--- src/rtl/vlft_pkg.sv ---
package vlft_pkg;

  typedef enum logic [2:0] {
    V_IDLE  = 3'd0,
    V_SYNC  = 3'd1,
    V_BACK  = 3'd2,
    V_ACT   = 3'd3,
    V_FRONT = 3'd4
  } vreg_e;

  typedef enum logic [1:0] {
    H_SYNC  = 2'd0,
    H_BACK  = 2'd1,
    H_ACT   = 2'd2,
    H_FRONT = 2'd3
  } hreg_e;

  // vmode encoding
  localparam logic [1:0] MODE_PULSE = 2'd0;

  // lp_mask bit indices
  localparam int LPI_VSA  = 0;
  localparam int LPI_VBP  = 1;
  localparam int LPI_VFP  = 2;
  localparam int LPI_VACT = 3;
  localparam int LPI_HBP  = 4;
  localparam int LPI_HFP  = 5;
  localparam int LP_W     = 6;

endpackage

--- src/rtl/vlft_shadow.sv ---
// Frame-start configuration capture; converts widths to region boundaries.
module vlft_shadow #(
  parameter int HT_W = 16,
  parameter int VB_W = 10,
  parameter int VA_W = 12,
  parameter int VS_W = 14
) (
  input  logic                  clk,
  input  logic                  rst,
  input  logic                  load,
  input  logic [1:0]            vmode,
  input  logic [vlft_pkg::LP_W-1:0] lp_mask,
  input  logic                  ack_req_en,
  input  logic [2*HT_W-1:0]     hblank_word,
  input  logic [HT_W-1:0]       line_time,
  input  logic [HT_W-1:0]       pix_time,
  input  logic [3*VB_W-1:0]     vblank_word,
  input  logic [VA_W-1:0]       vact_lines,
  output logic [HT_W+1:0]       b_sync,
  output logic [HT_W+1:0]       b_back,
  output logic [HT_W+1:0]       b_act,
  output logic [HT_W-1:0]       h_last,
  output logic [VS_W-1:0]       v_b1,
  output logic [VS_W-1:0]       v_b2,
  output logic [VS_W-1:0]       v_b3,
  output logic [VS_W-1:0]       v_last,
  output logic [vlft_pkg::LP_W-1:0] lp_q,
  output logic                  ack_q
);
  import vlft_pkg::*;

  localparam int HS_W = HT_W + 2;

  logic [HS_W-1:0] hsa_x, hbp_x, pix_x;
  logic [HS_W-1:0] n_sync, n_back, n_act;
  logic [HT_W-1:0] n_hlast;
  logic [VS_W-1:0] vsa_x, vbp_x, vfp_x, vact_x;
  logic [VS_W-1:0] n_v1, n_v2, n_v3, n_tot, n_vlast;

  always_comb begin
    hsa_x  = HS_W'(hblank_word[2*HT_W-1:HT_W]);
    hbp_x  = HS_W'(hblank_word[HT_W-1:0]);
    pix_x  = HS_W'(pix_time);
    n_sync = (vmode == MODE_PULSE) ? hsa_x : '0;
    n_back = hsa_x + hbp_x;
    n_act  = n_back + pix_x;
    n_hlast = (line_time == '0) ? '0 : line_time - HT_W'(1);

    vsa_x  = VS_W'(vblank_word[3*VB_W-1:2*VB_W]);
    vbp_x  = VS_W'(vblank_word[2*VB_W-1:VB_W]);
    vfp_x  = VS_W'(vblank_word[VB_W-1:0]);
    vact_x = VS_W'(vact_lines);
    n_v1   = vsa_x;
    n_v2   = n_v1 + vbp_x;
    n_v3   = n_v2 + vact_x;
    n_tot  = n_v3 + vfp_x;
    n_vlast = (n_tot == '0) ? '0 : n_tot - VS_W'(1);
  end

  always_ff @(posedge clk) begin
    if (rst) begin
      b_sync <= '0;
      b_back <= '0;
      b_act  <= '0;
      h_last <= '0;
      v_b1   <= '0;
      v_b2   <= '0;
      v_b3   <= '0;
      v_last <= '0;
      lp_q   <= '0;
      ack_q  <= 1'b0;
    end else if (load) begin
      b_sync <= n_sync;
      b_back <= n_back;
      b_act  <= n_act;
      h_last <= n_hlast;
      v_b1   <= n_v1;
      v_b2   <= n_v2;
      v_b3   <= n_v3;
      v_last <= n_vlast;
      lp_q   <= lp_mask;
      ack_q  <= ack_req_en;
    end
  end

endmodule

--- src/rtl/vlft_counters.sv ---
// Byte-cycle and line position counters with run control.
module vlft_counters #(
  parameter int HT_W = 16,
  parameter int VS_W = 14
) (
  input  logic            clk,
  input  logic            rst,
  input  logic            run,
  input  logic [HT_W-1:0] h_last,
  input  logic [VS_W-1:0] v_last,
  output logic            active,
  output logic [HT_W-1:0] h_pos,
  output logic [VS_W-1:0] v_pos,
  output logic            load
);

  logic line_end, frame_end;

  always_comb begin
    line_end  = (h_pos == h_last);
    frame_end = line_end && (v_pos == v_last);
    load      = run && (!active || frame_end);
  end

  always_ff @(posedge clk) begin
    if (rst || !run) begin
      active <= 1'b0;
      h_pos  <= '0;
      v_pos  <= '0;
    end else if (!active) begin
      active <= 1'b1;
      h_pos  <= '0;
      v_pos  <= '0;
    end else if (line_end) begin
      h_pos <= '0;
      v_pos <= frame_end ? '0 : v_pos + VS_W'(1);
    end else begin
      h_pos <= h_pos + HT_W'(1);
    end
  end

endmodule

--- src/rtl/vlft_region_decode.sv ---
// Registered region, strobe and low-power decode of the counter position.
module vlft_region_decode #(
  parameter int HT_W = 16,
  parameter int VS_W = 14
) (
  input  logic                  clk,
  input  logic                  rst,
  input  logic                  active,
  input  logic [HT_W-1:0]       h_pos,
  input  logic [VS_W-1:0]       v_pos,
  input  logic [HT_W+1:0]       b_sync,
  input  logic [HT_W+1:0]       b_back,
  input  logic [HT_W+1:0]       b_act,
  input  logic [HT_W-1:0]       h_last,
  input  logic [VS_W-1:0]       v_b1,
  input  logic [VS_W-1:0]       v_b2,
  input  logic [VS_W-1:0]       v_b3,
  input  logic [VS_W-1:0]       v_last,
  input  logic [vlft_pkg::LP_W-1:0] lp_q,
  input  logic                  ack_q,
  output vlft_pkg::vreg_e       v_out,
  output vlft_pkg::hreg_e       h_out,
  output logic                  lp_out,
  output logic                  ls_out,
  output logic                  fs_out,
  output logic                  ack_out
);
  import vlft_pkg::*;

  localparam int HS_W = HT_W + 2;

  logic [HS_W-1:0] hx;
  hreg_e h_n;
  vreg_e v_n;
  logic  lp_n, ls_n, fs_n, ack_n;

  always_comb begin
    hx = {2'b00, h_pos};
    if (hx < b_sync)      h_n = H_SYNC;
    else if (hx < b_back) h_n = H_BACK;
    else if (hx < b_act)  h_n = H_ACT;
    else                  h_n = H_FRONT;

    if (v_pos < v_b1)      v_n = V_SYNC;
    else if (v_pos < v_b2) v_n = V_BACK;
    else if (v_pos < v_b3) v_n = V_ACT;
    else                   v_n = V_FRONT;

    case (v_n)
      V_SYNC:  lp_n = lp_q[LPI_VSA];
      V_BACK:  lp_n = lp_q[LPI_VBP];
      V_FRONT: lp_n = lp_q[LPI_VFP];
      V_ACT:   lp_n = lp_q[LPI_VACT] &&
                      (((h_n == H_BACK)  && lp_q[LPI_HBP]) ||
                       ((h_n == H_FRONT) && lp_q[LPI_HFP]));
      default: lp_n = 1'b0;
    endcase

    ls_n  = (h_pos == '0);
    fs_n  = ls_n && (v_pos == '0);
    ack_n = ack_q && (h_pos == h_last) && (v_pos == v_last);
  end

  always_ff @(posedge clk) begin
    if (rst || !active) begin
      v_out   <= V_IDLE;
      h_out   <= H_SYNC;
      lp_out  <= 1'b0;
      ls_out  <= 1'b0;
      fs_out  <= 1'b0;
      ack_out <= 1'b0;
    end else begin
      v_out   <= v_n;
      h_out   <= h_n;
      lp_out  <= lp_n;
      ls_out  <= ls_n;
      fs_out  <= fs_n;
      ack_out <= ack_n;
    end
  end

endmodule

--- src/rtl/vid_line_frame_timer.sv ---
// Video-mode line and frame timer top.
module vid_line_frame_timer #(
  parameter int HT_W = 16,
  parameter int VB_W = 10,
  parameter int VA_W = 12
) (
  input  logic              clk,
  input  logic              rst,
  input  logic              run,
  input  logic [1:0]        vmode,
  input  logic [5:0]        lp_mask,
  input  logic              ack_req_en,
  input  logic [2*HT_W-1:0] hblank_word,
  input  logic [HT_W-1:0]   line_time,
  input  logic [HT_W-1:0]   pix_time,
  input  logic [3*VB_W-1:0] vblank_word,
  input  logic [VA_W-1:0]   vact_lines,
  output logic [2:0]        vregion,
  output logic [1:0]        hregion,
  output logic              lp_ok,
  output logic              line_start,
  output logic              frame_start,
  output logic              frame_ack
);
  import vlft_pkg::*;

  localparam int VS_W = ((VB_W > VA_W) ? VB_W : VA_W) + 2;
  localparam int HS_W = HT_W + 2;

  logic            load, active;
  logic [HT_W-1:0] h_pos, h_last;
  logic [VS_W-1:0] v_pos, v_b1, v_b2, v_b3, v_last;
  logic [HS_W-1:0] b_sync, b_back, b_act;
  logic [LP_W-1:0] lp_q;
  logic            ack_q;
  vreg_e           v_out;
  hreg_e           h_out;

  vlft_shadow #(.HT_W(HT_W), .VB_W(VB_W), .VA_W(VA_W), .VS_W(VS_W)) u_shadow (
    .clk(clk), .rst(rst), .load(load),
    .vmode(vmode), .lp_mask(lp_mask), .ack_req_en(ack_req_en),
    .hblank_word(hblank_word), .line_time(line_time), .pix_time(pix_time),
    .vblank_word(vblank_word), .vact_lines(vact_lines),
    .b_sync(b_sync), .b_back(b_back), .b_act(b_act), .h_last(h_last),
    .v_b1(v_b1), .v_b2(v_b2), .v_b3(v_b3), .v_last(v_last),
    .lp_q(lp_q), .ack_q(ack_q)
  );

  vlft_counters #(.HT_W(HT_W), .VS_W(VS_W)) u_count (
    .clk(clk), .rst(rst), .run(run),
    .h_last(h_last), .v_last(v_last),
    .active(active), .h_pos(h_pos), .v_pos(v_pos), .load(load)
  );

  vlft_region_decode #(.HT_W(HT_W), .VS_W(VS_W)) u_decode (
    .clk(clk), .rst(rst), .active(active),
    .h_pos(h_pos), .v_pos(v_pos),
    .b_sync(b_sync), .b_back(b_back), .b_act(b_act), .h_last(h_last),
    .v_b1(v_b1), .v_b2(v_b2), .v_b3(v_b3), .v_last(v_last),
    .lp_q(lp_q), .ack_q(ack_q),
    .v_out(v_out), .h_out(h_out), .lp_out(lp_ok),
    .ls_out(line_start), .fs_out(frame_start), .ack_out(frame_ack)
  );

  assign vregion = v_out;
  assign hregion = h_out;

endmodule

--- config.mk ---
export PLATFORM = sky130hd
export DESIGN_NAME = vid_line_frame_timer
export DESIGN_NICKNAME = d
export VERILOG_FILES = /design/src/rtl/vlft_pkg.sv /design/src/rtl/vlft_shadow.sv /design/src/rtl/vlft_counters.sv /design/src/rtl/vlft_region_decode.sv /design/src/rtl/vid_line_frame_timer.sv
export SDC_FILE = /design/constraint.sdc
export NUM_CORES = 1
export LEC_CHECK = 0
export BUFFER_PORTS_ARGS = -buffer_cell sky130_fd_sc_hd__buf_2
export CORE_AREA = 2 2 208 210
export CTS_CLUSTER_DIAMETER = 200
export DETAILED_ROUTE_END_ITERATION = 10
export DIE_AREA = 0 0 210 212
export HOLD_SLACK_MARGIN = 0.02
export PLACE_DENSITY_LB_ADDON = 0.12
export SYNTH_ARGS = -nofsm -noshare
export SYNTH_HDL_FRONTEND = slang
export SYNTH_SLANG_ARGS = --single-unit
--- constraint.sdc ---
create_clock -name clk -period 4.1 [get_ports clk]
set_clock_uncertainty 0.1 [all_clocks]
set_input_delay 0.205 -clock clk [delete_from_list [all_inputs] [get_ports clk]]
set_output_delay 0.205 -clock clk [all_outputs]
set_load 0.02 [all_outputs]
* Word-level counts from Yosys, hierarchy flattened
Index checks and enable logic that the tools add are counted.
** Word-level totals
- Register bits after elaboration :: 169
- Input port bits :: 118
- Output and inout port bits :: 9
- Word-level logic and storage cells :: 76
** Operators by class
- Add/subtract/negate cells :: 9
- Order comparisons :: 6
- Eq/ne operators :: 8
- Muxes and demuxes :: 12
- Bitwise gates (word level) :: 1
- Reductions and logical operators :: 21
** Operators with widths (count)
- $lt 16x18->1 :: 3
- $logic_not 16->1 :: 2
- $mux 16 :: 2
- $logic_not 14->1 :: 2
- $lt 14x14->1 :: 2
- $mux 14 :: 2
- $add 18x16->18 :: 1
- $add 16x16->17 :: 1
- $add 16x1->16 const B :: 1
- $eq 16x16->1 :: 1
- $sub 16x1->16 const B :: 1
- $add 14x1->14 const B :: 1
- $add 14x10->14 :: 1
- $add 14x12->14 :: 1
- $eq 14x14->1 :: 1
- $lt 14x10->1 :: 1
- $sub 14x1->14 const B :: 1
- $add 10x10->11 :: 1
- $mux 3 :: 3
- $logic_and 1x1->1 :: 8
- $eq 3x2->1 const B :: 2
- $logic_or 1x1->1 :: 4
- $mux 2 :: 2
- $pmux 1 s4 :: 1
- other kinds (10) :: 12

* Logic depth before layout (Yosys ltp)
- Depth after elaboration :: 9
- Depth in mapped cells :: 25
- Depth with buffers taken out :: 24

* Cells and area by module
From an unflattened synthesis, not the netlist that was laid out.
** Unflattened totals
- Cell total of the unflattened synthesis :: 1428
- Area, all modules :: 12025.3 um2
** By module, submodules not included
- vlft_shadow :: instances 1, cells each 858, area an instance 7524.7 um2, seq. area each 2442.3 um2
- vlft_region_decode :: instances 1, cells each 373, area an instance 2810.2 um2, seq. area each 180.2 um2
- vlft_counters :: instances 1, cells each 197, area an instance 1690.4 um2, seq. area each 620.6 um2

* Worst setup path before layout
Ideal clock, no wire load.
- Path kind :: input to register
- From :: input vblank_word[10]
- To :: register u_shadow.v_last[10]
- Setup time :: 115 ps
- Arrival :: 4283 ps
- Data required time :: 3885 ps
- Slack :: -398 ps
- Cell stages on the path :: 23
- Buffers on the path :: 1
- Cells stage by stage :: ha_1 -> inv_1 -> fa_1 -> nor2b_1 -> o21ai_0 -> a21boi_0 -> o21ai_0 -> nand2b_1 -> xor2_1 -> ha_1 -> a21oi_1 -> o21ai_0 -> xor2_1 -> ha_1 -> a21boi_0 -> a2bb2oi_1 -> xor2_1 -> nor3_1 -> nand4b_1 -> or3b_1 -> o21ai_2 -> buf_6 -> o21ai_2
** On the way
- Word-level cells in the longest chain between the ends :: 5
- Elaborated cells between the ends (all ways) :: 6
- Those cells by class :: 4 x add/sub; 1 x mux; 1 x reduce/logical
** RTL lines
- from (decl) :: RTL line vid_line_frame_timer.sv:16 : input logic [3*VB_W-1:0] vblank_word,
- $add 10x10->11 * :: RTL line vlft_shadow.sv:54 : n_v2 = n_v1 + vbp_x;
- net u_shadow.n_v2[6] :: RTL line vlft_shadow.sv:38 : logic [VS_W-1:0] n_v1, n_v2, n_v3, n_tot, n_vlast;
- $add 14x12->14 * :: RTL line vlft_shadow.sv:55 : n_v3 = n_v2 + vact_x;
- net u_shadow.n_v3[7] :: RTL line vlft_shadow.sv:38
- $add 14x10->14 * :: RTL line vlft_shadow.sv:56 : n_tot = n_v3 + vfp_x;
- $sub 14x1->14 or $logic_not 14->1 (tied branches) :: RTL line vlft_shadow.sv:57 : n_vlast = (n_tot == '0) ? '0 : n_tot - VS_W'(1);
- $mux 14 * :: RTL line vlft_shadow.sv:57
- to (signal assigned) :: RTL line vlft_shadow.sv:80 : v_last <= n_vlast;
- to (decl) :: RTL line vlft_shadow.sv:26 : output logic [VS_W-1:0] v_last,
Mark *: on every way through the listed nets, which the timed path passes. The rest lies on a longest branch.
A chain may end at the register's enable or synchronous reset.

* Worst setup path in the final report
- From :: input vblank_word[20]
- To :: register u_shadow.v_last[6]
** On the way
- Word-level cells in the longest chain between the ends :: 5
- Elaborated cells between the ends (all ways) :: 6
- Those cells by class :: 4 x add/sub; 1 x mux; 1 x reduce/logical
** RTL lines (RTL line)
- $add 10x10->11 :: vlft_shadow.sv:54
- net u_shadow.n_v2[6] :: vlft_shadow.sv:38
- $add 14x12->14 :: vlft_shadow.sv:55
- net u_shadow.n_v3[7] :: vlft_shadow.sv:38
- $add 14x10->14 :: vlft_shadow.sv:56
- $logic_not 14->1 :: vlft_shadow.sv:57
- $mux 14 :: vlft_shadow.sv:57
The timed path passes the listed nets, and every way through them passes these cells.

==> results by group <==
Critical path
  – Crit-path most repeated cell: sky130_fd_sc_hd__o21ai_2
  – Worst Setup End Kind: register
  – Classification of the worst setup path: input pin to register
  – Critical path data required time: 4330 ps
  – Slowest cell on the critical path: sky130_fd_sc_hd__or3b_4
  – Delay of the slowest critical-path stage: 440 ps
  – Worst R2R Path Depth: 9
  – Largest fanout on the critical path: 6
  – Startpoint type of the worst setup path: input pin
  – Data arrival time of the critical path: 4510 ps

STA
  – Final Max Slew Viols: 0
  – Final hold violation count: 0
  – Tcrit/Tclk final: 104%
  – Maximum frequency from static timing analysis: 233 MHz
  – Final critical path time including I/O delays and setup: 4280 ps
  – Worst Tran Pin Value: 1310 ps
  – RSZ-0062 raised after global routing: yes
  – Slew HR: 12.1%
  – Setup violation total in the final timing report: 12
  – Total negative setup slack: -1970 ps
  – Worst Slack Setup Final: -184 ps

CTS
  – Level count of the clock H-tree: 4
  – Clock tree root buffer cell: sky130_fd_sc_hd__clkbuf_16
  – Clock tree buffer depth: 2
  – CTS tree: yes
  – Clock Sink Count: 162
  – CTS Buf Count: 17
  – Source-to-sink clock delay at the later pin of the worst-skew pair: 440 ps
  – Clock slew seen by the registers of the worst setup and hold paths: 60 ps

Route
  – Antenna-violating nets left: 0
  – Iteration-0 DRC Markers: 389
  – DR vias: 10500
  – Detailed-route wire length per cell: 16.2 um
  – Wire length after detailed routing: 36.6 mm
  – Drt first pass iters: 8
  – Via density: 4.63
  – DRC Markers: 0

GRT
  – GR peak layer: met2
  – Fraction of met3 tracks used by global routing: 2.08%
  – Antenna violations before repair: 0
  – Maximum number of pins on one net before global-route repair: 95
  – Met2 Usage GRT: 26.8%
  – Via count of the first global-routing pass: 10300
  – Global route total overflow: 0
  – Overall Global Routing Usage: 16.6%
  – Global-route wire length before repair: 57.3 mm
  – GRT met1 Usage: 23.4%

Synth
  – Fraction of the yosys area taken by sequential cells: 28.8%
  – Synth top area cells: sky130_fd_sc_hd__dfxtp_1, sky130_fd_sc_hd__ha_1, sky130_fd_sc_hd__a21oi_1, sky130_fd_sc_hd__nand2_1, sky130_fd_sc_hd__xnor2_1
  – Cell area after synthesis: 11300 um^2
  – FF+latch count, synth: 162
  – Number of flops mapped to enable cells by yosys: 0
  – Proportion of register bits with asynchronous set or reset after synthesis: 0%
  – Most instantiated cells after synthesis: sky130_fd_sc_hd__nand2_1, sky130_fd_sc_hd__dfxtp_1, sky130_fd_sc_hd__a21oi_1, sky130_fd_sc_hd__ha_1, sky130_fd_sc_hd__inv_1
  – Yosys warns: 0
  – Yosys top cell area share: 28.8%
  – Average cell area after synthesis: 7.96 um^2
  – Primary flip-flop cell chosen by synthesis mapping: sky130_fd_sc_hd__dfxtp_1
  – Most numerous cell in the Yosys netlist: sky130_fd_sc_hd__nand2_1
  – Count of unique library cells instantiated by Yosys: 74
  – Net count of the mapped netlist: 1684
  – Synthesized instance count: 1413
  – Cell type with the highest aggregate area in the netlist: sky130_fd_sc_hd__dfxtp_1

Placed design
  – Buffers added on ports: 126
  – Routability Congestion: 0.813
  – Estimated wirelength of the detail-placed design: 28.3 mm

Floorplan
  – FP Rows: 76
  – Die width: 210 um
  – Die ar.: 44500 um^2
  – Core region area: 42500 um^2
  – Top-level port count: 127
  – Die height: 212 um
  – Effective utilization at floorplan: 26.5%

Cells and area
  – Final core occ: 35.1%
  – Ratio of cells with drive above 1 in the final layout: 23.6%
  – Number of diodes added for antenna fixing: 0
  – Area added between synthesis and finish: 32.4%
  – Number of nets in the layout: 1975

Hold path
  – Worst Hold Depth: 4
  – Hold Path Class: input pin to register

Run status
  – Result of the run: complete, but fails checks
  – Violated checks: negative setup slack

Run
  – Total of max-cap violations: 0

Pwr
  – Maximum vdd drop: 0.000210 V
  – Leakage component of the power: 6.44 nW
  – Power density over the cells: 425 nW/um^2
==> worst paths after layout <==
kind | startpoint | endpoint | slack, ps
worst max-delay path | vblank_word[20] | u_shadow.v_last[6] | -180
worst min-delay path | vblank_word[22] | u_shadow.v_b1[2] | 40
worst max register to register | u_count.v_pos[1] | u_decode.lp_out | 880
worst min register to register | u_shadow.ack_q | u_decode.ack_out | 350
==> cell usage in the layout, fill, tap and decap left out, types with 28 or more instances in the layout <==
cell type                         n
sky130_fd_sc_hd__nor3_1          31
sky130_fd_sc_hd__nand3_1         41
sky130_fd_sc_hd__buf_2          123
sky130_fd_sc_hd__ha_1           143
sky130_fd_sc_hd__a21o_1          33
sky130_fd_sc_hd__buf_4          160
sky130_fd_sc_hd__o21ai_0         36
sky130_fd_sc_hd__dfxtp_1        162
sky130_fd_sc_hd__xnor2_1         60
sky130_fd_sc_hd__dlygate4sd3_1   28
sky130_fd_sc_hd__a21oi_1        142
sky130_fd_sc_hd__nand2_1        194
sky130_fd_sc_hd__inv_1          108
sky130_fd_sc_hd__xor2_1          49
sky130_fd_sc_hd__nor2_1         102
==> state kept, by name, indices dropped and copies added, names as in the netlist, 13 cells and up <==
register,count
u_count.v_pos,14
u_shadow.v_b3,13
u_shadow.b_sync,16
u_count.h_pos,16
u_shadow.b_back,17
u_shadow.b_act,18
u_shadow.v_last,14
u_shadow.h_last,16
==> layer usage <==
metal,vias to the layer above,part of all wire (%)
met1,4830,51
met2,131,45
met5,-,0
met4,0,1.7
met3,32,2.7
li1,5496,-
==> cells by family (layout without fill, tap and decap cells) <==
kind of cell	count (synthesis)	in the layout	synth area share, %
AO/OA/AOI/OAI	346	346	19.6
buffers and inverters	154	458	5.35
flip-flops	162	162	28.8
XOR/XNOR	119	119	9.26
AND/OR/NAND/NOR	477	477	19.5
multiplexers	2	2	0.178
adder cells (fa/ha/maj)	153	153	17.3
==> cell type report <==
| cell class | instances | area, um^2 |
|---|---|---|
| clock buffer | 18 | 439 |
| clock inverter | 14 | 154 |
| fill | 4493 | 27600 |
| inverter | 109 | 409 |
| multi-input combinational | 1097 | 7760 |
| sequential | 162 | 3240 |
| tap | 546 | 683 |
| timing repair buffer | 317 | 2210 |
==> critical path, delay by kind of cell <==
kind,cells,cell delay [ps]
xor gates and xnor gates,3,640
and+or+nand+nor,5,1040
adders and majority gates,4,970
buffers and inverters,4,500
AOI/OAI and AO/OA,9,1140
==> per-stage QoR <==
stage / power, mW / area, um^2 / worst slack [ps] / cells / hold slack [ps]
after CTS: 6.24 / 14600 / -3.89 / 2257 / 30.5
after global routing: 6.78 / 14900 / -328 / 2263 / 46.4
after global placement: 4.51 / 13600 / -442 / 2192 / 323
after detailed placement: 4.52 / 13600 / -525 / 2192 / 331
after floorplan: 3.38 / 11300 / -108 / 1413 / 233
final: 6.33 / 14900 / -184 / 2263 / 43.6
==> timing repair <==
item | CTS | global route
hold buffers | 28 | 0
setup buffers | 5 | 6
hold endpoints to repair | 28 | 0
pin swaps | 5 | 43
gates resized for setup | 7 | 59
setup endpoints to repair | 12 | 18
gates cloned | 0 | 1
==> power by group <==
group | total, mW | internal (mW) | leakage (nW) | switching [mW]
registers | 1.80 | 1.72 | 1.32 | 0.0828
clock network | 1.64 | 0.921 | 0.284 | 0.722
logic | 2.89 | 1.45 | 4.83 | 1.44
Note: power is estimated with default switching activity, not from simulation.
